File: src/rtl/smr_pkg.sv
package smr_pkg;
  typedef enum logic {
    RS_IDLE  = 1'b0,
    RS_DRIVE = 1'b1
  } rsp_state_e;
endpackage

File: src/rtl/smr_store.sv
module smr_store #(
  parameter int ADDR_W = 6,
  parameter int DATA_W = 16
) (
  input  logic              clk_i,
  input  logic              rst_ni,
  input  logic              wr_en_i,
  input  logic [ADDR_W-1:0] addr_i,
  input  logic [DATA_W-1:0] wdata_i,
  output logic [DATA_W-1:0] rdata_o
);
  localparam int WORDS = 1 << ADDR_W;

  logic [DATA_W-1:0] mem_q [WORDS];

  always_ff @(posedge clk_i or negedge rst_ni) begin
    if (!rst_ni) begin
      for (int w = 0; w < WORDS; w++) mem_q[w] <= '0;
    end else if (wr_en_i) begin
      mem_q[addr_i] <= wdata_i;
    end
  end

  assign rdata_o = mem_q[addr_i];
endmodule

File: src/rtl/smr_queue.sv
// Age-ordered pending queue: slot 0 is oldest, a pop from any slot collapses the rest down.
module smr_queue #(
  parameter int DEPTH  = 4,
  parameter int DATA_W = 16,
  parameter int TAG_W  = 4,
  parameter int LAT_W  = 3,
  localparam int IDX_W = (DEPTH > 1) ? $clog2(DEPTH) : 1,
  localparam int CNT_W = IDX_W + 1
) (
  input  logic                          clk_i,
  input  logic                          rst_ni,
  input  logic                          push_i,
  input  logic                          push_write_i,
  input  logic [TAG_W-1:0]              push_tag_i,
  input  logic [DATA_W-1:0]             push_data_i,
  input  logic [LAT_W-1:0]              push_lat_i,
  input  logic                          pop_i,
  input  logic [IDX_W-1:0]              pop_idx_i,
  output logic                          full_o,
  output logic [DEPTH-1:0]              ready_o,
  output logic [DEPTH-1:0]              slot_write_o,
  output logic [DEPTH-1:0][TAG_W-1:0]   slot_tag_o,
  output logic [DEPTH-1:0][DATA_W-1:0]  slot_data_o
);
  logic [CNT_W-1:0]  count_q;
  logic [CNT_W-1:0]  count_kept;
  logic              wr_q   [DEPTH];
  logic [TAG_W-1:0]  tag_q  [DEPTH];
  logic [DATA_W-1:0] data_q [DEPTH];
  logic [LAT_W-1:0]  lat_q  [DEPTH];

  assign count_kept = count_q - CNT_W'(pop_i);
  assign full_o     = (count_q == CNT_W'(DEPTH));

  always_ff @(posedge clk_i or negedge rst_ni) begin
    if (!rst_ni) count_q <= '0;
    else         count_q <= count_kept + CNT_W'(push_i);
  end

  for (genvar i = 0; i < DEPTH; i++) begin : g_slot
    logic              shift;
    logic              src_wr;
    logic [TAG_W-1:0]  src_tag;
    logic [DATA_W-1:0] src_data;
    logic [LAT_W-1:0]  src_lat;

    assign shift = pop_i && ({1'b0, IDX_W'(i)} >= {1'b0, pop_idx_i});

    if (i < DEPTH - 1) begin : g_mid
      assign src_wr   = shift ? wr_q[i+1]   : wr_q[i];
      assign src_tag  = shift ? tag_q[i+1]  : tag_q[i];
      assign src_data = shift ? data_q[i+1] : data_q[i];
      assign src_lat  = shift ? lat_q[i+1]  : lat_q[i];
    end else begin : g_top
      assign src_wr   = wr_q[i];
      assign src_tag  = tag_q[i];
      assign src_data = data_q[i];
      assign src_lat  = lat_q[i];
    end

    always_ff @(posedge clk_i or negedge rst_ni) begin
      if (!rst_ni) begin
        wr_q[i]   <= 1'b0;
        tag_q[i]  <= '0;
        data_q[i] <= '0;
        lat_q[i]  <= '0;
      end else if (CNT_W'(i) < count_kept) begin
        wr_q[i]   <= src_wr;
        tag_q[i]  <= src_tag;
        data_q[i] <= src_data;
        lat_q[i]  <= (src_lat != '0) ? src_lat - LAT_W'(1) : '0;
      end else if (push_i && (CNT_W'(i) == count_kept)) begin
        wr_q[i]   <= push_write_i;
        tag_q[i]  <= push_tag_i;
        data_q[i] <= push_data_i;
        lat_q[i]  <= push_lat_i;
      end
    end

    assign ready_o[i]      = (CNT_W'(i) < count_q) && (lat_q[i] == '0);
    assign slot_write_o[i] = wr_q[i];
    assign slot_tag_o[i]   = tag_q[i];
    assign slot_data_o[i]  = data_q[i];
  end

  assert_no_overflow_R2: assert property (@(posedge clk_i) disable iff (!rst_ni)
    push_i |-> !full_o);

  assert_pop_ready_R8: assert property (@(posedge clk_i) disable iff (!rst_ni)
    pop_i |-> ready_o[pop_idx_i]);
endmodule

File: src/rtl/smr_pick.sv
module smr_pick #(
  parameter int DEPTH    = 4,
  parameter bit IN_ORDER = 1'b0,
  localparam int IDX_W   = (DEPTH > 1) ? $clog2(DEPTH) : 1
) (
  input  logic [DEPTH-1:0] ready_i,
  output logic             any_o,
  output logic [IDX_W-1:0] idx_o
);
  if (IN_ORDER) begin : g_head
    assign any_o = ready_i[0];
    assign idx_o = '0;
  end else begin : g_oldest
    always_comb begin
      any_o = 1'b0;
      idx_o = '0;
      for (int i = DEPTH - 1; i >= 0; i--) begin
        if (ready_i[i]) begin
          any_o = 1'b1;
          idx_o = IDX_W'(i);
        end
      end
    end
  end
endmodule

File: src/rtl/split_mem_responder.sv
module split_mem_responder
  import smr_pkg::*;
#(
  parameter int ADDR_W   = 6,
  parameter int DATA_W   = 16,
  parameter int TAG_W    = 4,
  parameter int DEPTH    = 4,
  parameter int RD_LAT   = 4,
  parameter int WR_LAT   = 1,
  parameter bit IN_ORDER = 1'b0
) (
  input  logic              clk_i,
  input  logic              rst_ni,
  input  logic              req_valid_i,
  input  logic              req_write_i,
  input  logic [ADDR_W-1:0] req_addr_i,
  input  logic [DATA_W-1:0] req_wdata_i,
  input  logic [TAG_W-1:0]  req_tag_i,
  output logic              req_accept_o,
  output logic              bus_req_o,
  input  logic              bus_gnt_i,
  output logic              rsp_valid_o,
  output logic [TAG_W-1:0]  rsp_tag_o,
  output logic [DATA_W-1:0] rsp_data_o,
  output logic              rsp_write_o
);
  localparam int IDX_W   = (DEPTH > 1) ? $clog2(DEPTH) : 1;
  localparam int MAX_LAT = (RD_LAT > WR_LAT) ? RD_LAT : WR_LAT;
  localparam int LAT_W   = $clog2(MAX_LAT + 1);

  logic                         push;
  logic                         full;
  logic [DATA_W-1:0]            rd_word;
  logic [DATA_W-1:0]            push_data;
  logic [LAT_W-1:0]             push_lat;
  logic [DEPTH-1:0]             ready;
  logic [DEPTH-1:0]             slot_write;
  logic [DEPTH-1:0][TAG_W-1:0]  slot_tag;
  logic [DEPTH-1:0][DATA_W-1:0] slot_data;
  logic                         any_ready;
  logic [IDX_W-1:0]             sel_idx;
  logic                         take;
  rsp_state_e                   state_q;
  logic [TAG_W-1:0]             tag_q;
  logic [DATA_W-1:0]            data_q;
  logic                         write_q;

  assign req_accept_o = !full;
  assign push         = req_valid_i && req_accept_o;

  // Array is accessed at accept time so data follows acceptance order.
  smr_store #(.ADDR_W(ADDR_W), .DATA_W(DATA_W)) u_store (
    .clk_i   (clk_i),
    .rst_ni  (rst_ni),
    .wr_en_i (push && req_write_i),
    .addr_i  (req_addr_i),
    .wdata_i (req_wdata_i),
    .rdata_o (rd_word)
  );

  assign push_data = req_write_i ? req_wdata_i : rd_word;
  assign push_lat  = req_write_i ? LAT_W'(WR_LAT) : LAT_W'(RD_LAT);

  smr_queue #(
    .DEPTH(DEPTH), .DATA_W(DATA_W), .TAG_W(TAG_W), .LAT_W(LAT_W)
  ) u_queue (
    .clk_i        (clk_i),
    .rst_ni       (rst_ni),
    .push_i       (push),
    .push_write_i (req_write_i),
    .push_tag_i   (req_tag_i),
    .push_data_i  (push_data),
    .push_lat_i   (push_lat),
    .pop_i        (take),
    .pop_idx_i    (sel_idx),
    .full_o       (full),
    .ready_o      (ready),
    .slot_write_o (slot_write),
    .slot_tag_o   (slot_tag),
    .slot_data_o  (slot_data)
  );

  smr_pick #(.DEPTH(DEPTH), .IN_ORDER(IN_ORDER)) u_pick (
    .ready_i (ready),
    .any_o   (any_ready),
    .idx_o   (sel_idx)
  );

  assign bus_req_o = (state_q == RS_IDLE) && any_ready;
  assign take      = bus_req_o && bus_gnt_i;

  always_ff @(posedge clk_i or negedge rst_ni) begin
    if (!rst_ni) begin
      state_q <= RS_IDLE;
      tag_q   <= '0;
      data_q  <= '0;
      write_q <= 1'b0;
    end else if (state_q == RS_DRIVE) begin
      state_q <= RS_IDLE;
    end else if (take) begin
      state_q <= RS_DRIVE;
      tag_q   <= slot_tag[sel_idx];
      data_q  <= slot_data[sel_idx];
      write_q <= slot_write[sel_idx];
    end
  end

  assign rsp_valid_o = (state_q == RS_DRIVE);
  assign rsp_tag_o   = tag_q;
  assign rsp_data_o  = data_q;
  assign rsp_write_o = write_q;

  assert_req_hold_R5: assert property (@(posedge clk_i) disable iff (!rst_ni)
    (bus_req_o && !bus_gnt_i) |=> bus_req_o);

  assert_grant_drives_R6: assert property (@(posedge clk_i) disable iff (!rst_ni)
    (bus_req_o && bus_gnt_i) |=> rsp_valid_o);

  assert_single_beat_R6: assert property (@(posedge clk_i) disable iff (!rst_ni)
    rsp_valid_o |=> !rsp_valid_o);

  assert_no_req_in_drive_R6: assert property (@(posedge clk_i) disable iff (!rst_ni)
    rsp_valid_o |-> !bus_req_o);

  if (IN_ORDER) begin : g_ord_chk
    assert_head_only_R9: assert property (@(posedge clk_i) disable iff (!rst_ni)
      take |-> (sel_idx == '0));
  end
endmodule

File: config.mk
export PLATFORM = sky130hd
export DESIGN_NAME = split_mem_responder
export DESIGN_NICKNAME = d
export VERILOG_FILES = /design/src/rtl/smr_pkg.sv /design/src/rtl/smr_store.sv /design/src/rtl/smr_queue.sv /design/src/rtl/smr_pick.sv /design/src/rtl/split_mem_responder.sv
export SDC_FILE = /design/constraint.sdc
export NUM_CORES = 2
export LEC_CHECK = 0
export BUFFER_PORTS_ARGS = -buffer_cell sky130_fd_sc_hd__buf_2
export CAP_MARGIN = 20
export CORE_MARGIN = 10
export CORE_UTILIZATION = 40
export DETAILED_ROUTE_END_ITERATION = 16
export GPL_ROUTABILITY_DRIVEN = 0
export SLEW_MARGIN = 20
export SYNTH_ARGS = -nofsm -noshare
export SYNTH_HDL_FRONTEND = slang
export SYNTH_SLANG_ARGS = --single-unit
export TNS_END_PERCENT = 50
File: constraint.sdc
create_clock -name clk_i -period 9.3 [get_ports clk_i]
set_input_delay 0.465 -clock clk_i [delete_from_list [all_inputs] [get_ports clk_i]]
set_output_delay 0.465 -clock clk_i [all_outputs]
set_load 0.005 [all_outputs]
# Word-level counts from Yosys, hierarchy flattened
# Cells that the tools add are included.
[op_classes]
add_sub_neg = 6
n_lt_le_gt_ge = 14
eq_ne = 7
mux = 66
n_bitwise = 3
n_reduce_logical = 35
[op_table]
columns = ["cell", "n"]
rows = [
  ["1024-bit bitwise mux", 1],
  ["16-bit two-way mux", 14],
  ["16-bit binary-select mux with 6-bit select", 1],
  ["16-bit demux with 6-bit select", 1],
  ["3-bit two-way mux", 16],
  ["4-bit two-way mux", 10],
  ["16-bit binary-select mux with 2-bit select", 1],
  ["1-bit logical AND", 16],
  ["1-bit two-way mux", 16],
  ["3-bit logical NOT", 5],
  ["1-bit by 3-bit < comparator with 1-bit output, first input constant", 4],
  ["2-bit by 3-bit < comparator with 1-bit output, first input constant", 4],
  ["3-bit nonzero test", 4],
  ["3-bit by 1-bit subtractor with 3-bit output, second input constant", 4],
  ["2-bit AND reduction", 5],
  ["4-bit binary-select mux with 2-bit select", 1],
  ["2-bit two-way mux", 4],
  ["2-bit nonzero test", 4],
  ["7-bit >= comparator, second input constant", 1],
  ["7-bit by 1-bit < comparator with 1-bit output, second input constant", 1],
  ["6-bit inverter with 7-bit output", 1],
  ["2-bit by 3-bit == test with 1-bit output, first input constant", 2],
  ["2-bit by 1-bit != test with 1-bit output, second input constant", 3],
  ["1-bit by 2-bit >= comparator with 1-bit output, first input constant", 2],
  ["other kinds (9)", 10],
]
[totals]
ff_bits = 1145
input_bits = 31
out_inout_bits = 24

# Longest topological paths before layout
[logic_depth]
word_depth = 13
depth_mapped = 18

# Cells and area by module
# From an unflattened synthesis, not the netlist that was laid out.
[hier_totals]
hier_cells = 3951
area_unflattened_um2 = 53131.0
[by_module_without_submodules]
columns = ["mod", "instances", "cells_each", "area_each_um2", "seq_area_each_um2"]
rows = [
  ["smr_store", 1, 3465, 46387.0, 25624.6],
  ["smr_queue", 1, 382, 5083.6, 2477.4],
  ["split_mem_responder", 1, 97, 1625.3, 550.5],
  ["smr_pick", 1, 7, 35.0, 0.0],
]

# Least setup slack after synthesis
# OpenSTA, ideal clock, no wires.
[synth_timing]
path_kind = "flip-flop to flip-flop"
startpoint = "register u_queue.count_q[2]"
endpoint = "register u_queue.data_q (netlist bit u_queue.slot_data_o[29])"
setup_time_ns = 0.104
arrival_time_ns = 3.683
required_time_ns = 9.196
setup_slack_ns = 5.514
stages_incl_launch_ff = 17
path_buffers = 4
period_less_slack_ns = 3.786
path_cell_list = "dfrtp_1 > buf_2 > nor3_2 > o32a_1 > and3_1 > nand2b_1 > clkbuf_1 > clkbuf_1 > inv_1 > ha_1 > ha_1 > xnor2_2 > nand2_1 > a31oi_2 > clkbuf_1 > a21oi_1 > a221oi_1"
[synth_via]
elab_chain_cells = 13
elab_cells_between_ends = 31
classes_between = "1 x add/sub; 6 x order compare; 3 x eq/ne; 9 x mux; 12 x reduce/logical"
[synth_lines]
columns = ["element", "line_no", "text"]
rows = [
  ["start, declared", "smr_queue.sv:25", "logic [CNT_W-1:0] count_q;"],
  ["start signal, assigned", "smr_queue.sv:37", "else count_q <= count_kept + CNT_W'(push_i);"],
  ["parallel branches: the longest is 13 deep, another holds 2-bit by 3-bit < comparator with 1-bit output", "n/a", ""],
  ["end signal, assigned by index", "smr_queue.sv:70", "data_q[i] <= src_data;"],
  ["end signal, assigned by index", "smr_queue.sv:75", "data_q[i] <= push_data_i;"],
  ["end, declared", "smr_queue.sv:29", "logic [DATA_W-1:0] data_q [DEPTH];"],
]
# Parallel ways; which one is timed is not known.
# A chain may end at the register's enable or synchronous reset.

# Final worst setup path
[layout_timing]
startpoint = "register u_queue.count_q[2]"
endpoint = "register u_queue.data_q (netlist bit u_queue.slot_data_o[41])"
[layout_via]
elab_chain_cells = 13
elab_cells_between_ends = 31
classes_between = "1 x add/sub; 6 x order compare; 3 x eq/ne; 9 x mux; 12 x reduce/logical"
[layout_lines]
columns = ["element"]
rows = [
  ["parallel branches: the longest is 13 deep, another holds 2-bit by 3-bit < comparator with 1-bit output"],
]
# Parallel ways; which one is timed is not known.

==> impl_metrics.tcl <==
set metrics [dict create \
    cts_resized 0 \
    place_hpwl_mm 98.3 \
    rr_endpoint "u_queue.slot_data_o[41]" \
    io_buffers 54 \
    holdWs_ns 0.247 \
    worst_ep_required_time_ns 9.87 \
    cap_violations 0 \
    ys_ff_latch 1145 \
    antenna_found_initial 8 \
    ys_seq_area_share_pct 52.4 \
    ioPinCount 55 \
    worstReg2RegStart "u_queue.count_q[2]" \
    cts.path.max_buffers 3 \
    p_leak_uw 0.0274 \
    skew_ns 0.0272 \
    synth_area_um2 54700 \
    grt.overflow.total 0 \
    numClockSinks 1145 \
    critPathMostFrequentCell "ha_1" \
    hp-class "input port to async pin" \
    cellPowerDensity_nw_per_um2 237 \
    fp-row-count 135 \
    timing.critical_path.from "u_queue.count_q[2]" \
    fp.dieW_um 390 \
    syn2layout_area_growth_pct 9.38 \
    clk_latency_ns 0.76 \
    drt-initial-drc-count 3220 \
    dr.pass1.iters 5 \
    hold_viol_final 0 \
    fmax_mhz 180 \
    slew_headroom_pct 20.2 \
    setup_ws_ns 3.74 \
    via_count 35300 \
    ff2ff_setup_slack_ns 3.74 \
    die_y_um 390 \
    synth-main-ff-cell "dfrtp_1" \
    rsz0062_at_grt "false" \
    ant_nets 0 \
    core_region_area_um2 136000 \
    numCtsBuffers 118 \
    fin_util_pct 44.1 \
    min_period_ns 5.56 \
    wl_per_cell_um 28.7 \
    startpoint_type "flop" \
    start_util_pct 40.3 \
    period_share_pct 59.8 \
    worstSetupPathType "flop to flop" \
    synth-edff-count 0 \
    avgSynthCellArea_um2 13.4 \
    cp_data_arrival_time_ns 6.13 \
    nNetsFinal 3991 \
    cp-end-kind "flop" \
    worstPathMaxFanout 44 \
    clockRootBuffer "clkbuf_16" \
    fillers 12300 \
    tritoncts "done" \
    cpPeakStageDelay_ns 0.88 \
    drt-total-wl_mm 167 \
    reg2regPathDepth 14 \
    gr-usage-met2_pct 33.2 \
    ys_warn_count 0 \
    htreeDepth 3 \
    dp_slack_ns 3.80 \
    setup_viol 0 \
    fin_setup_tns_ns 0 \
    grt.met3_usage_pct 4.57 \
    synth.distinct_cells 95 \
    drcViolationCount 0 \
    use_met1_pct 30.4 \
    drv_slew 0 \
    p_total_uw 14200 \
    busiest_layer "met2" \
    tightest_slew_ns 1.20 \
    syn_inst 4069 \
    status "finished, final reports clean" \
    path_cells "nor3_2 -> o32a_1 -> and3_1 -> nand2b_1 -> buf_4 -> inv_1 -> ha_1 -> ha_1 -> xnor2_2 -> o21a_1 -> a211o_1 -> nand2_1 -> o221ai_1 -> a21oi_1" \
    async_flop_share_pct 100 \
    grt_pass1_vias 35400 \
    layout-drive-gt1-share_pct 39.1 \
    peakVddDrop_uv 262 \
    viasPerCell 6.05 \
    die_area_um2 152000 \
    synth_nets 4107 \
    worst_path_max_delay_cell "nand2_1" \
    grt_max_degree 167 \
    grt_pass1_wl_mm 249 \
    clkTransAtPathRegs_ns 0.06 \
    grt_usage_pct 21.6 \
]
## state kept, by name, summed over array words and instances (netlist names), 3 cells and up
| name | count |
|---|---|
| rsp_data_o | 16 |
| rsp_tag_o | 4 |
| u_queue.count_q | 3 |
| u_queue.g_slot.src_data | 16 |
| u_queue.g_slot.src_lat | 3 |
| u_queue.g_slot.src_tag | 4 |
| u_queue.lat_q | 9 |
| u_queue.slot_data_o | 48 |
| u_queue.slot_tag_o | 12 |
| u_queue.slot_write_o | 3 |
| u_store.mem_q | 1024 |
## what timing repair did
action | in CTS | in global routing
buffers inserted | 0 | 0
hold endpoints to repair | 61 | 0
hold buffers | 5 | 0
## where the power goes
group          internal, µW  total, µW  switching [µW]  leakage (µW)
combinational          1340       3190            1840        0.0100
sequential             5710       6160             446        0.0154
clock                  2760       4810            2050       0.00191
## Yosys cell counts (all sizes together) (6+ instances only)
master	instances	area, µm²
mux2i	244	2440
clkbuf	174	653
nor3	24	130
and3	8	50.1
o22a	9	78.8
o221ai	35	307
buf	193	1370
nor2b	11	68.8
o211ai	11	82.6
a211oi	18	140
and2	8	50.1
a2bb2oi	6	52.6
a22oi	80	601
nand3b	8	60.1
a21oi	128	641
ha	7	87.6
mux4	71	1620
a221o	18	180
a22o	26	228
o2bb2ai	7	61.3
o31ai	17	128
nand3	36	180
nor2	150	1060
nand2b	12	75.1
mux2	1088	12300
nor4	9	126
dfrtp	1145	28700
or3	7	43.8
o32ai	8	85.1
nand2	187	860
a32oi	8	70.1
a31oi	24	156
o21ai	63	315
or2	6	37.5
a221oi	65	576
inv	20	75.1
o22ai	67	419
## cell usage in the layout, fill, tap and decap left out, types with 23 or more instances in the layout
master | netlist | layout
clkbuf_1 | 174 | 32
nand2_1 | 170 | 170
o22ai_1 | 67 | 66
buf_2 | 65 | 49
o221ai_1 | 35 | 35
a31oi_1 | 23 | 23
nor2_1 | 84 | 80
nor2_4 | 64 | 65
nand3_1 | 36 | 36
mux2i_1 | 244 | 244
clkbuf_8 | 0 | 25
a22o_1 | 26 | 26
buf_4 | 83 | 66
a21oi_1 | 128 | 126
a22oi_1 | 80 | 80
mux4_2 | 66 | 66
o21ai_0 | 56 | 56
mux2_2 | 1075 | 1075
a221oi_1 | 64 | 64
clkbuf_16 | 0 | 121
dfrtp_1 | 1145 | 1145
## layout make-up
cell class	instances	area [µm²]	area share, %
Clock buffer	177	3480	5.82
Inverter	20	75.1	0.126
Multi-Input combinational cell	2537	24000	40.2
Tap cell	1781	2230	3.73
Sequential cell	1145	28700	47.9
Timing Repair Buffer	131	990	1.65
Antenna cell	3	7.51	0.0126
Clock inverter	32	362	0.605
## worst max-delay path by stage
| stage | end | slack, ns |
|---|---|---|
| final | u_queue.slot_data_o[41] | 3.74 |
| after detailed placement | u_queue.slot_data_o[39] | 3.80 |
| after global placement | u_queue.slot_data_o[41] | 3.92 |
| after CTS | u_queue.slot_data_o[39] | 3.77 |
| after floorplan | u_queue.slot_data_o[29] | 5.51 |
| after global routing | u_queue.slot_data_o[41] | 3.36 |
## layer usage
metal	vias to the layer above	routed length, µm
met4	8	5680
met1	18800	74600
met3	296	12200
met5	-	50
met2	1301	74600
li1	14800	-
## through the flow
stage	instance area (µm²)	std cells
after detailed placement	55900	5609
after CTS	59800	5823
final	59800	5826
after global routing	59800	5823
after floorplan	54700	4069
after global placement	55900	5609
## cells by family (layout without fill, tap and decap cells)
family | count (synthesis) | in the layout | share of synthesized area (%)
AOI/OAI and AO/OA | 626 | 626 | 8.17
adders and majority gates | 7 | 7 | 0.160
muxes | 1403 | 1403 | 29.8
DFF | 1145 | 1145 | 52.4
other | 0 | 3 | 0
buffers and inverters | 387 | 360 | 3.84
and+or+nand+nor | 498 | 498 | 5.52
xor gates and xnor gates | 3 | 3 | 0.0618
## worst max-delay path, delay by kind of cell, from the launching register on
family	cells	cell delay (ns)
AOI/OAI and AO/OA	5	2.07
and+or+nand+nor	4	1.55
DFF	1	0.49
adders and majority gates	2	0.43
buffers and inverters	2	0.42
xor gates and xnor gates	1	0.38
Note: power is estimated with default switching activity, not from simulation.
